[config.mk]
export PLATFORM = sky130hd
export DESIGN_NAME = pbus_ctrl
export DESIGN_NICKNAME = d
export VERILOG_FILES = /design/src/rtl/pbus_pkg.sv /design/src/rtl/pbus_clkdiv.sv /design/src/rtl/pbus_seq.sv /design/src/rtl/pbus_ctrl.sv
export SDC_FILE = /design/constraint.sdc
export NUM_CORES = 1
export LEC_CHECK = 0
export BUFFER_PORTS_ARGS = -buffer_cell sky130_fd_sc_hd__buf_2
export CORE_ASPECT_RATIO = 1.2
export CORE_MARGIN = 5
export CORE_UTILIZATION = 45
export DETAILED_ROUTE_END_ITERATION = 10
export HOLD_SLACK_MARGIN = 0.03
export PLACE_DENSITY = 0.78
export SLEW_MARGIN = 15
export SYNTH_ARGS = -nofsm -noshare
export SYNTH_HDL_FRONTEND = slang
export SYNTH_HIERARCHICAL = 1
export SYNTH_SLANG_ARGS = --single-unit
[constraint.sdc]
create_clock -name clk -period 3.3 [get_ports clk]
set_input_delay 0.495 -clock clk [delete_from_list [all_inputs] [get_ports clk]]
set_output_delay 0.495 -clock clk [all_outputs]
set_load 0.05 [all_outputs]
[src/rtl/pbus_pkg.sv]
// Package: shared types and widths for the multiplexed peripheral bus controller.
// Assumes one core clock domain; the bus clock is derived, never used as a clock.
package pbus_pkg;

    localparam int ADDR_W    = 24;          // peripheral address lines
    localparam int BYTE_W    = 8;           // data lane width
    localparam int BUS_W     = ADDR_W + BYTE_W;
    localparam int BURST_MAX = 4;           // bytes per request at most
    localparam int LEN_W     = $clog2(BURST_MAX);
    localparam int HOST_W    = BYTE_W * BURST_MAX;
    localparam int WAIT_W    = 3;           // wait code 0..7

    // Sequencer phases; each lasts whole bus clocks
    typedef enum logic [1:0] {
        ST_IDLE = 2'd0,
        ST_ADDR = 2'd1,
        ST_XFER = 2'd2,
        ST_TURN = 2'd3
    } pbus_state_e;

endpackage

[src/rtl/pbus_clkdiv.sv]
// Module: integer divider producing the bus clock and a one-core-cycle tick
// that marks each rising bus-clock edge. Assumes DIV_W >= 2; ratios below 2
// are clamped to 2. High time is floor(ratio/2) core clocks.
module pbus_clkdiv #(
    parameter int DIV_W = 4
) (
    input  logic             clk,
    input  logic             rst_n,
    input  logic [DIV_W-1:0] ratio,
    output logic             bclk_o,
    output logic             tick_o
);

    logic [DIV_W-1:0] cnt_q;
    logic [DIV_W-1:0] cnt_nxt;
    logic [DIV_W-1:0] eff;
    logic [DIV_W-1:0] half;
    logic             bclk_q;

    // Clamp ratio, find the wrap point and the next count
    always_comb begin
        eff     = (ratio < DIV_W'(2)) ? DIV_W'(2) : ratio;
        half    = eff >> 1;
        tick_o  = (cnt_q >= eff - DIV_W'(1));
        cnt_nxt = tick_o ? '0 : cnt_q + DIV_W'(1);
    end

    // Count core clocks and register the bus clock level
    always_ff @(posedge clk) begin
        if (!rst_n) begin
            cnt_q  <= '0;
            bclk_q <= 1'b0;
        end else begin
            cnt_q  <= cnt_nxt;
            bclk_q <= (cnt_nxt < half);
        end
    end

    assign bclk_o = bclk_q;

    // every wrap begins a high phase of the bus clock
    assert_tick_rise_R9: assert property (@(posedge clk) disable iff (!rst_n)
        tick_o |=> bclk_o);

endmodule

[src/rtl/pbus_seq.sv]
// Module: cycle sequencer. Accepts one host request while idle, then on bus
// clock ticks walks address/setup, per-byte transfers with wait states and a
// turnaround clock. Assumes `tick` is a one-core-cycle pulse per bus clock.
module pbus_seq
    import pbus_pkg::*;
(
    input  logic              clk,
    input  logic              rst_n,
    input  logic              tick,
    input  logic              req_valid,
    output logic              req_ready,
    input  logic              req_write,
    input  logic [ADDR_W-1:0] req_addr,
    input  logic [LEN_W-1:0]  req_len,
    input  logic [HOST_W-1:0] req_wdata,
    input  logic [WAIT_W-1:0] wait_code,
    output logic              rsp_done,
    output logic [HOST_W-1:0] rsp_rdata,
    output logic [BUS_W-1:0]  bus_ad_o,
    input  logic [BUS_W-1:0]  bus_ad_i,
    output logic              bus_addr_oe,
    output logic              bus_data_oe,
    output logic              bus_ce_n,
    output logic              bus_ds_n,
    output logic              bus_rd_n,
    output logic              bus_wr_n
);

    localparam int LANE_SH = $clog2(BYTE_W);

    pbus_state_e       state_q;
    logic              pend_q;
    logic              wr_q;
    logic [LEN_W-1:0]  len_q;
    logic [WAIT_W-1:0] wait_q;
    logic [ADDR_W-1:0] base_q;
    logic [HOST_W-1:0] wdata_q;
    logic [LEN_W-1:0]  bidx_q;
    logic [WAIT_W-1:0] ph_q;
    logic [HOST_W-1:0] rdata_q;
    logic              done_q;

    logic              active;
    logic              strobe;
    logic              byte_end;
    logic [ADDR_W-1:0] cur_addr;
    logic [BYTE_W-1:0] cur_wbyte;
    logic [LEN_W+LANE_SH-1:0] lane_lo;

    // Decode the bus outputs from the registered phase
    always_comb begin
        active    = (state_q == ST_ADDR) || (state_q == ST_XFER);
        strobe    = (state_q == ST_XFER) && (!wr_q || (ph_q == wait_q));
        byte_end  = (state_q == ST_XFER) && (ph_q == wait_q);
        lane_lo   = {bidx_q, {LANE_SH{1'b0}}};
        cur_addr  = base_q + ADDR_W'(bidx_q);
        cur_wbyte = wdata_q[lane_lo +: BYTE_W];
    end

    assign bus_ce_n    = !active;
    assign bus_ds_n    = !strobe;
    assign bus_rd_n    = !(strobe && !wr_q);
    assign bus_wr_n    = !(strobe && wr_q);
    assign bus_addr_oe = active;
    assign bus_data_oe = active && wr_q;
    assign bus_ad_o    = active ? {(wr_q ? cur_wbyte : '0), cur_addr} : '0;
    assign req_ready   = (state_q == ST_IDLE) && !pend_q;
    assign rsp_done    = done_q;
    assign rsp_rdata   = rdata_q;

    // Capture requests and step the cycle on bus clock ticks
    always_ff @(posedge clk) begin
        if (!rst_n) begin
            state_q <= ST_IDLE;
            pend_q  <= 1'b0;
            wr_q    <= 1'b0;
            len_q   <= '0;
            wait_q  <= '0;
            base_q  <= '0;
            wdata_q <= '0;
            bidx_q  <= '0;
            ph_q    <= '0;
            rdata_q <= '0;
            done_q  <= 1'b0;
        end else begin
            done_q <= 1'b0;
            if (req_ready && req_valid) begin
                pend_q  <= 1'b1;
                wr_q    <= req_write;
                len_q   <= req_len;
                wait_q  <= wait_code;
                base_q  <= req_addr;
                wdata_q <= req_wdata;
                rdata_q <= '0;
            end
            if (tick) begin
                unique case (state_q)
                    ST_IDLE: begin
                        if (pend_q) begin
                            state_q <= ST_ADDR;
                            pend_q  <= 1'b0;
                            bidx_q  <= '0;
                            ph_q    <= '0;
                        end
                    end
                    ST_ADDR: state_q <= ST_XFER;
                    ST_XFER: begin
                        if (byte_end) begin
                            if (!wr_q) begin
                                rdata_q[lane_lo +: BYTE_W] <= bus_ad_i[BUS_W-1 -: BYTE_W];
                            end
                            ph_q <= '0;
                            if (bidx_q == len_q) begin
                                state_q <= ST_TURN;
                                done_q  <= 1'b1;
                            end else begin
                                bidx_q <= bidx_q + LEN_W'(1);
                            end
                        end else begin
                            ph_q <= ph_q + WAIT_W'(1);
                        end
                    end
                    ST_TURN: state_q <= ST_IDLE;
                    default: state_q <= ST_IDLE;
                endcase
            end
        end
    end

    // the done pulse falls in the released turnaround clock
    assert_done_released_R3: assert property (@(posedge clk) disable iff (!rst_n)
        rsp_done |-> (bus_ce_n && bus_ds_n && !bus_addr_oe));
    // a strobe only ever falls inside chip enable
    assert_strobe_in_ce_R4: assert property (@(posedge clk) disable iff (!rst_n)
        !bus_ds_n |-> !bus_ce_n);
    // the captured wait code holds for the whole cycle
    assert_wait_hold_R6: assert property (@(posedge clk) disable iff (!rst_n)
        (state_q != ST_IDLE) |-> $stable(wait_q));
    // readiness only while the bus is released
    assert_ready_idle_R7: assert property (@(posedge clk) disable iff (!rst_n)
        req_ready |-> bus_ce_n);
    // done lasts a single core cycle
    assert_done_pulse_R8: assert property (@(posedge clk) disable iff (!rst_n)
        rsp_done |=> !rsp_done);
    // no drive fight on the data lanes, no double enable
    assert_no_contention_R10: assert property (@(posedge clk) disable iff (!rst_n)
        !bus_rd_n |-> (!bus_data_oe && bus_wr_n));

endmodule

[src/rtl/pbus_ctrl.sv]
// Module: top of the multiplexed byte-wide peripheral bus controller.
// Joins the bus clock divider with the cycle sequencer. Assumes the host
// holds request fields stable while req_valid is high.
module pbus_ctrl
    import pbus_pkg::*;
#(
    parameter int DIV_W = 4
) (
    input  logic              clk,
    input  logic              rst_n,
    input  logic [DIV_W-1:0]  div_ratio,
    input  logic [WAIT_W-1:0] wait_code,
    input  logic              req_valid,
    output logic              req_ready,
    input  logic              req_write,
    input  logic [ADDR_W-1:0] req_addr,
    input  logic [LEN_W-1:0]  req_len,
    input  logic [HOST_W-1:0] req_wdata,
    output logic              rsp_done,
    output logic [HOST_W-1:0] rsp_rdata,
    output logic              bus_clk,
    output logic [BUS_W-1:0]  bus_ad_o,
    input  logic [BUS_W-1:0]  bus_ad_i,
    output logic              bus_addr_oe,
    output logic              bus_data_oe,
    output logic              bus_ce_n,
    output logic              bus_ds_n,
    output logic              bus_rd_n,
    output logic              bus_wr_n
);

    logic tick;

    pbus_clkdiv #(.DIV_W(DIV_W)) u_div (
        .clk    (clk),
        .rst_n  (rst_n),
        .ratio  (div_ratio),
        .bclk_o (bus_clk),
        .tick_o (tick)
    );

    pbus_seq u_seq (
        .clk         (clk),
        .rst_n       (rst_n),
        .tick        (tick),
        .req_valid   (req_valid),
        .req_ready   (req_ready),
        .req_write   (req_write),
        .req_addr    (req_addr),
        .req_len     (req_len),
        .req_wdata   (req_wdata),
        .wait_code   (wait_code),
        .rsp_done    (rsp_done),
        .rsp_rdata   (rsp_rdata),
        .bus_ad_o    (bus_ad_o),
        .bus_ad_i    (bus_ad_i),
        .bus_addr_oe (bus_addr_oe),
        .bus_data_oe (bus_data_oe),
        .bus_ce_n    (bus_ce_n),
        .bus_ds_n    (bus_ds_n),
        .bus_rd_n    (bus_rd_n),
        .bus_wr_n    (bus_wr_n)
    );

endmodule

==> summary.md, run 1 <==
| Metric | Value |
|---|---|
| Clock Tree Buf Depth | `2` |
| HPWL Detailed | `10120 um` |
| Area leader, netlist | `dfxtp_1` |
| Maximum clock rate | `326.8 MHz` |
| Static leakage | `roughly 2.9 nW` |
| Row cnt | `44` |
| DRC | `0` |
| Place WS | `106.7 ps` |
| Power Dens Cells | `472.4 mW/mm^2` |
| CTS buffer count | `9` |
| Die area | `~0.015 sq mm` |
| Prevailing post-synth register cell | `dfxtp_1` |
| Required time of the critical path | `approximately 2800 ps` |
| # setup viols final | `0` |
| Yosys top cell area share | `roughly 39%` |
| Synth Area per Inst | `8.385 sq um` |
| Setup TNS | `0 ps` |
| Post-synth EDFFs | `0` |
| Final WL | `13920 um` |
| Area grow syn2layout | `22.25%` |
| CP Launch Type | `flop` |
| Ant diodes | `0` |
| Core area | `approximately 0.012 sq mm` |
| # H-tree levels | `3` |
| Total track usage | `a little under a fifth` |
| Fin Hold WS | `391.7 ps` |
| Initial antenna violation count | `0` |
| Die X-Extent | `110.9 um` |
| Routed Antenna Nets | `0` |
| Worst Setup Path Type | `flop to primary output` |
| Largest net degree at the start of global routing | `just under 90` |
| Worst-path fanout max | `10` |
| Via/cell ratio | `5.127` |
| Largest cells by area after synthesis | `dfxtp_1 39%, nand2_1 13%, a21boi_0 8.7%, ha_1 4.3%, mux2i_1 3.6%` |
| Total gr overflow | `0` |
| Fin crit share | `92.72%` |
| Vias in the first global route | `4614` |
| Global-route wire length before repair | `22400 um` |
| RSZ-0062 raised after global routing | `no` |
| Wirelength per Cell | `14.53 um` |
| Slew headroom | `48.52%` |
| Final Skew | `11.02 ps` |
| Seq/Total Area, Yosys | `39.31%` |
| Post-CTS sizing | `0` |
| Layout Cells excl Fill | `958` |
| Clock slew at reported path FFs | `70 ps` |
| Post-Synthesis Cell Area | `0.005500 sq mm` |
| Starting Density | `45.62%` |
| Worst EP arrival | `2560 ps` |
| Post-layout util | `55.77%` |
| Layout Nets | `913` |
| Post-route cell area | `0.006724 sq mm` |
| PortBufs | `between 100 and 150` |
| First-pass iteration count of the detailed router | `4` |
| Top cells by count, synth | `193 x nand2_1, 108 x dfxtp_1, 64 x a21boi_0` |
| Worst-Margin Slew | `772.2 ps` |
| Max Cap Viol | `0` |
| Routability cong. | `0.7950` |
| VDD IR-drop max | `0.2567 mV` |
| Io pins | `174` |
| Worst Hold Class | `input pin to flop` |
| Vias | `4912` |
| TritonCTS clock tree | `built` |
| Post-synthesis async set-or-reset flop share | `0%` |
| Worst Setup End Kind | `primary output` |
| Path depth of the worst reg2reg path | `11` |
| Die height | `131.1 um` |
| Placed Instances | `941` |
| Most frequent cell after synthesis | `nand2_1` |
| Hold Vio Cnt, Final | `0` |
| Clock tree root driver cell | `clkbuf_16` |
| Netlist cell types | `55` |
| Post-Synthesis Cells | `656` |
| Setup ws final | `240.2 ps` |
| Fin crit period | `3060 ps` |
| Clock Latency Late Sink | `roughly 350 ps` |
| Total power | `3.176 mW` |
| Slew Limit Fails | `0` |
| YS warnings | `6` |
| Syn nets | `slightly below 800` |
| Status | `finished clean` |
| Seq cells post-synth | `around 110` |
| Hold Path Depth | `3` |
| Num Clock Sinks | `108` |
| Post-DP Area | `0.006411 sq mm` |
| Share of layout cells above drive strength 1 | `between 20% and 30%` |
| DR iter-0 viols | `316` |
[area by class of cell]
type / count / area, sq um
fill: 1129 / 5333
multi-input combinational: 494 / 3128
sequential: 108 / 2162
timing repair buffer: 164 / 870.8
clock buffer: 9 / 225.2
tap: 161 / 201.4
clock inverter: 7 / 80.08
inverter: 15 / 56.30
[routing by layer]
layer / GRT usage, % / part of all wire (%)
met5: 0 / 0
met4: 4.381 / 1.0
met3: 4.600 / 6.6
met2: 31.21 / 49
met1: 23.76 / 44
[flip-flops by register name, summed over array words and instances (netlist names), 2 cells and up]
register / cells
u_seq/len_q: 2
u_seq/bidx_q: 2
u_seq/base_q: 24
u_seq/wdata_q: 32
u_seq/wait_q: 3
u_seq/state_q: 2
u_seq/ph_q: 3
u_seq/rsp_rdata: 32
u_div/cnt_q: 4
[path summary, 6_finish.rpt]
path / from / endpoint / slack [ps]
setup / recovery: u_seq/bidx_q[0] / bus_ad_o[22] / 240
setup reg to reg: u_div/cnt_q[0] / u_div/bclk_o / 910
hold reg to reg: u_seq/rsp_rdata[0] / u_seq/rsp_rdata[0] / 460
hold / removal: req_wdata[20] / u_seq/wdata_q[20] / 390
[timing repair]
action / CTS / global route
setup endpoints to repair: 0 / 5
buffers inserted: 0 / 1
hold buffers: 0 / 0
[logic make-up (layout without fill, tap and decap cells)]
group,after synthesis,in the layout,synth area share [%]
AOI/OAI and AO/OA,121,121,16.24
xor gates and xnor gates,18,18,3.003
adders and majority gates,20,20,4.686
buffers and inverters,54,195,3.844
DFF,108,108,39.31
muxes,29,29,7.120
and+or+nand+nor,306,306,25.80
[power by group]
group          switching [mW]  total (mW)  internal (mW)
Clock                   0.517        1.12          0.602
Sequential             0.0650        1.45           1.39
Combinational           0.382       0.604          0.222
[cells in the final DEF (no fill, tap or decap), drive strengths merged, types with 19 or more instances in the layout]
master / synthesis / routed
ha: 19 / 19
dfxtp: 108 / 108
a21boi: 64 / 64
mux2i: 20 / 20
buf: 8 / 164
inv: 15 / 19
nand2: 193 / 193
nor2: 24 / 24
[critical path, stage by stage, from the launching register on]
cell and delay, ps:
dfxtp_1 370, ha_1 200, fa_1 230, and4_1 320, nand4_1 120, buf_4 180, or3_1 300, a21oi_1 200
buf_2 300
No activity file was read; power rests on OpenSTA's default activity.
==> inputs of run 2 (changes only) <==
--- a/config.mk
+++ b/config.mk
@@ -6,12 +6,14 @@
 export NUM_CORES = 1
 export LEC_CHECK = 0
 export BUFFER_PORTS_ARGS = -buffer_cell sky130_fd_sc_hd__buf_2
+export CELL_PAD_IN_SITES_DETAIL_PLACEMENT = 1
+export CELL_PAD_IN_SITES_GLOBAL_PLACEMENT = 1
 export CORE_ASPECT_RATIO = 1.2
 export CORE_MARGIN = 5
-export CORE_UTILIZATION = 45
+export CORE_UTILIZATION = 34
 export DETAILED_ROUTE_END_ITERATION = 10
 export HOLD_SLACK_MARGIN = 0.03
-export PLACE_DENSITY = 0.78
+export PLACE_DENSITY = 0.83
 export SLEW_MARGIN = 15
 export SYNTH_ARGS = -nofsm -noshare
 export SYNTH_HDL_FRONTEND = slang
==> constraint.sdc (replaced) <==
create_clock -name clk -period 2.8 [get_ports clk]
set_input_delay 0.42 -clock clk [delete_from_list [all_inputs] [get_ports clk]]
set_output_delay 0.42 -clock clk [all_outputs]
set_load 0.05 [all_outputs]
==> run 2 against run 1 <==
Compared with the run above: die area up 29%; highest routed layer is now met5; sequential share of layout area down 1.2 points; total power up 18%; sequential cell count unchanged; worst hold slack worse by 78 ps; clock skew down 4.4 ps.
==> summary.md, run 2 (synthesis gave the netlist of run 1 again) <==
| Metric | Value |
|---|---|
| Status | `finished clean` |
| Worst-Margin Slew | `767.4 ps` |
| Vias | `5033` |
| Fin crit share | `95.99%` |
| Die height | `149.3 um` |
| Clock tree root driver cell | `clkbuf_16` |
| Worst Setup End Kind | `primary output` |
| HPWL Detailed | `12110 um` |
| Die X-Extent | `between 100 and 150 um` |
| Slew Limit Fails | `0` |
| Multi-input gate area | `0.003212 sq mm` |
| CP Launch Type | `flop` |
| Total track usage | `between 15 and 20%` |
| Worst-path fanout max | `10` |
| Core area | `about 0.016 sq mm` |
| Die area | `approximately 0.019 sq mm` |
| Routability cong. | `0.7636` |
| Ant diodes | `0` |
| Max Cap Viol | `0` |
| Power Dens Cells | `534.2 mW/mm^2` |
| Worst Setup Path Type | `flop to primary output` |
| Num Clock Sinks | `about 110` |
| # H-tree levels | `3` |
| Hold Vio Cnt, Final | `0` |
| Fillers | `2005` |
| Final WL | `16370 um` |
| Total gr overflow | `0` |
| PortBufs | `roughly 150` |
| Post-DP Area | `0.006600 sq mm` |
| Cts hold-fix bufs | `0` |
| VDD IR-drop max | `0.2681 mV` |
| Starting Density | `34.20%` |
| Register area | `~0.0022 sq mm` |
| Post-route cell area | `0.006999 sq mm` |
| DR iter-0 viols | `194` |
| Via/cell ratio | `4.934` |
| Routed Antenna Nets | `0` |
| Global-route wire length before repair | `approximately 26000 um` |
| Final Skew | `6.604 ps` |
| Worst Hold Class | `input pin to flop` |
| Clock Latency Late Sink | `350 ps` |
| Commonest non-fill, non-tap cell in the layout | `nand2_1` |
| Static leakage | `approximately 2.9 nW` |
| Vias in the first global route | `5159` |
| Worst EP arrival | `2270 ps` |
| Total power | `3.739 mW` |
| Required time of the critical path | `2380 ps` |
| # setup viols final | `0` |
| CTS buffer count | `9` |
| First-pass iteration count of the detailed router | `4` |
| Maximum clock rate | `372.1 MHz` |
| Area grow syn2layout | `27.25%` |
| Row cnt | `51` |
| Slew headroom | `48.84%` |
| Largest net degree at the start of global routing | `70` |
| Initial antenna violation count | `2` |
| Share of layout cells above drive strength 1 | `27.97%` |
| Io pins | `174` |
| Wirelength per Cell | `roughly 16 um` |
| TritonCTS clock tree | `built` |
| Clock Tree Buf Depth | `2` |
| Layout Nets | `924` |
| DRC | `0` |
| Commonest cells after routing, fill and taps aside | `192 x nand2_1, 140 x buf_2, 106 x dfxtp_1` |
| Fin crit period | `2688 ps` |
| Setup TNS | `0 ps` |
| Clock slew at reported path FFs | `around 70 ps` |
-- run 2: cell types whose count changed in the layout (fill, tap and decap cells not counted), moves of 3 or more --
cell / change
a21oi_1: -5
buf_4: +13
buf_2: -9
buf_6: +3
clkbuf_1: +3
a21oi_2: +5
-- run 2: layout make-up --
| class | count | area share, % |
|---|---|---|
| multi-input combinational | 494 | 45.89 |
| sequential | 108 | 30.93 |
| timing repair buffer | 174 | 14.35 |
| tap | 212 | 3.790 |
| clock buffer | 12 | 3.379 |
| inverter | 15 | 0.8581 |
| clock inverter | 4 | 0.6972 |
| timing repair inverter | 1 | 0.1073 |
-- run 2: path summary, 6_finish.rpt --
| path | start | endpoint | depth (start not counted) | slack (ps) |
|---|---|---|---|---|
| worst max-delay path | u_seq/base_q[5] | bus_ad_o[19] | 5 | 110 |
| worst min-delay path | req_wdata[9] | u_seq/wdata_q[9] | 3 | 310 |
| worst max register to register | u_div/cnt_q[0] | u_seq/rsp_rdata[29] | 9 | 430 |
| worst min register to register | u_seq/rsp_rdata[1] | u_seq/rsp_rdata[1] | 2 | 460 |
-- run 2: what timing repair did --
item                       CTS  global route
pin swaps                    1             2
setup buffers                1             0
gates resized for setup     11            17
setup endpoints to repair    9            30
gates cloned                 0             1
-- run 2: power by group --
part	switching [mW]	internal (mW)
clock	0.569	0.696
combinational	0.474	0.281
sequential	0.0808	1.64
-- run 2: worst max-delay path, stage by stage (launching register included) --
cell and delay (ps):
dfxtp_1 420, and4_2 350, nand2_2 170, or4_1 530, a21oi_1 220, buf_4 240
-- run 2: routing by layer --
metal,up-vias,GRT usage [%],wire length [um]
met5,-,0,27
met4,4,6.009,269
met3,16,4.155,816
met2,115,29.85,8058
met1,2370,21.09,7195
li1,2528,-,-
-- run 2: metrics by stage --
step	setup WS [ps]	hold WS, ps	utilization [%]	instances
after global routing	-10.33	306.5	43.53	1020
after floorplan	7.818	438.2	-	656
after detailed placement	-175.5	450.8	41.04	1002
after CTS	-29.58	301.3	43.11	1019
final	112.3	314.0	43.53	1020
after global placement	-106.7	439.3	41.04	1002
==> inputs of run 3 (changes only) <==
--- a/config.mk
+++ b/config.mk
@@ -10,10 +10,10 @@
 export CELL_PAD_IN_SITES_GLOBAL_PLACEMENT = 1
 export CORE_ASPECT_RATIO = 1.2
 export CORE_MARGIN = 5
-export CORE_UTILIZATION = 34
+export CORE_UTILIZATION = 40
 export DETAILED_ROUTE_END_ITERATION = 10
 export HOLD_SLACK_MARGIN = 0.03
-export PLACE_DENSITY = 0.83
+export PLACE_DENSITY = 0.91
 export SLEW_MARGIN = 15
 export SYNTH_ARGS = -nofsm -noshare
 export SYNTH_HDL_FRONTEND = slang
==> constraint.sdc (replaced) <==
create_clock -name clk -period 3.1 [get_ports clk]
set_input_delay 0.465 -clock clk [delete_from_list [all_inputs] [get_ports clk]]
set_output_delay 0.465 -clock clk [all_outputs]
set_load 0.05 [all_outputs]
==> run 3 against run 2 <==
Compared with the run above: worst setup slack improved by 13 ps; final cell count down 4.5%; die area decreased by 14%; via count up 0.42%; sequential cell count is the same; global-route usage is 1.9 points higher; cell area decreased by 2.3%; register-to-register slack better by 210 ps; utilization increased by 6.6 points; critical path depth up 3.
==> summary.md, run 3 (synthesis gave the netlist of run 1 again) <==
| Metric | Value |
|---|---|
| Wirelength per Cell | `16.09 um` |
| Total gr overflow | `0` |
| Worst-Margin Slew | `around 730 ps` |
| Die X-Extent | `117.0 um` |
| Hold Vio Cnt, Final | `0` |
| First-pass iteration count of the detailed router | `4` |
| Final WL | `15670 um` |
| Area grow syn2layout | `24.27%` |
| Worst Setup End Kind | `primary output` |
| Worst Hold Class | `input pin to flop` |
| Row cnt | `47` |
| Worst-path fanout max | `4` |
| Setup TNS | `0 ps` |
| PortBufs | `149` |
| Die area | `~0.016 sq mm` |
| FF-to-FF End | `u_seq/rsp_rdata[25]` |
| Path depth of the worst reg2reg path | `10` |
| Routed Antenna Nets | `0` |
| Maximum clock rate | `around 340 MHz` |
| Clock tree root driver cell | `clkbuf_16` |
| Share of layout cells above drive strength 1 | `25.90%` |
| Via/cell ratio | `5.189` |
| TritonCTS clock tree | `built` |
| Num Clock Sinks | `108` |
| CP endpoint | `bus_ad_o[22]` |
| Clock slew at reported path FFs | `80 ps` |
| Critical Path Start | `u_seq/bidx_q[0]` |
| Power Dens Cells | `between 500 and 600 mW/mm^2` |
| Core area | `around 0.014 sq mm` |
| Routability cong. | `0.7737` |
| VDD IR-drop max | `~0.26 mV` |
| Clock Tree Buf Depth | `2` |
| Total track usage | `19.20%` |
| Io pins | `~170` |
| Final Skew | `between 7 and 8 ps` |
| Commonest cells after routing, fill and taps aside | `193 x nand2_1, 147 x buf_2, 108 x dfxtp_1` |
| R2R Setup Slk | `640 ps` |
| Initial antenna violation count | `0` |
| Worst Setup Path Type | `flop to primary output` |
| HPWL Detailed | `11790 um` |
| Clock Latency Late Sink | `340 ps` |
| Post-layout util | `50.10%` |
| Die height | `138.5 um` |
| Status | `finished clean` |
| Slew headroom | `about half` |
| Fin crit share | `95.96%` |
| Slew Limit Fails | `0` |
| Starting Density | `between 40% and 50%` |
| CTS buffer count | `9` |
| Worst EP arrival | `2510 ps` |
| Vias | `roughly 5100` |
| # setup viols final | `0` |
| Layout Nets | `919` |
| Worst r2r src | `u_div/cnt_q[0]` |
| Layout Cells excl Fill | `around 970` |
| Fin crit period | `just under 3000 ps` |
| Required time of the critical path | `2630 ps` |
| Largest net degree at the start of global routing | `70` |
| DR iter-0 viols | `197` |
| Global-route wire length before repair | `25300 um` |
| RSZ-0062 raised after global routing | `no` |
| Total power | `3.479 mW` |
| CP Launch Type | `flop` |
| # H-tree levels | `3` |
| Vias in the first global route | `5234` |
| Ant diodes | `0` |
| Hold Startpoint | `req_addr[7]` |
| Commonest non-fill, non-tap cell in the layout | `nand2_1` |
| Placed Instances | `approximately 960` |
| DRC | `0` |
| Max Cap Viol | `0` |
| Static leakage | `between 2 and 3 nW` |
run 3: power breakdown:
| part | leakage [nW] | internal, mW | total, mW | switching (mW) |
|---|---|---|---|---|
| Combinational | 1.89 | 0.241 | 0.657 | 0.416 |
| Sequential | 0.881 | 1.48 | 1.55 | 0.0713 |
| Clock | 0.159 | 0.722 | 1.27 | 0.550 |
| Total | 2.93 | 2.44 | 3.48 | 1.04 |
run 3: worst max-delay path: stages (launching register included):
cell     delay, ps
dfxtp_1        370
ha_1           200
fa_1           230
and4_1         250
nand4_1        120
buf_4          170
or3_1          300
a21oi_1        200
buf_2          310
run 3: routing by layer:
metal	global-route usage [%]	routed length [um]
met1	24.01	6763
met2	33.71	7872
met3	3.191	823
met4	5.072	210
met5	0	0
run 3: metrics by stage:
stage | instance area (sq um) | hold WS (ps) | setup slack (ps)
global route | 6835 | 356.0 | 13.50
CTS | 6819 | 347.1 | 18.13
floorplan | 5500 | 438.2 | 135.3
global placement | 6474 | 440.7 | 72.07
detailed placement | 6474 | 450.0 | 2.708
finish | 6835 | 358.0 | 125.1
run 3: cell type report:
class	instances	area [sq um]
Inverter	15	56.30
Clock buffer	9	225.2
Fill cell	1696	6808
Sequential cell	108	2162
Multi-Input combinational cell	494	3139
Timing Repair Buffer	170	933.4
Tap cell	171	214.0
Clock inverter	7	105.1
run 3: repair_timing:
| action | 4_1_cts | 5_1_grt |
|---|---|---|
| resized for setup | 0 | 6 |
| pin swaps | 1 | 0 |
| hold buffers | 0 | 0 |
| buffers inserted | 2 | 0 |
| endpoints found under the setup margin | 4 | 6 |
run 3: how the worst min path moves through the flow:
stage / to / slack (ps) / cells after the start
floorplan: u_div/cnt_q[0] / 440 / 1
global placement: u_seq/rsp_rdata[3] / 440 / 2
detailed placement: u_seq/rsp_rdata[23] / 450 / 2
CTS: u_seq/base_q[4] / 350 / 3
global route: u_seq/base_q[4] / 360 / 3
finish: u_seq/base_q[7] / 360 / 3
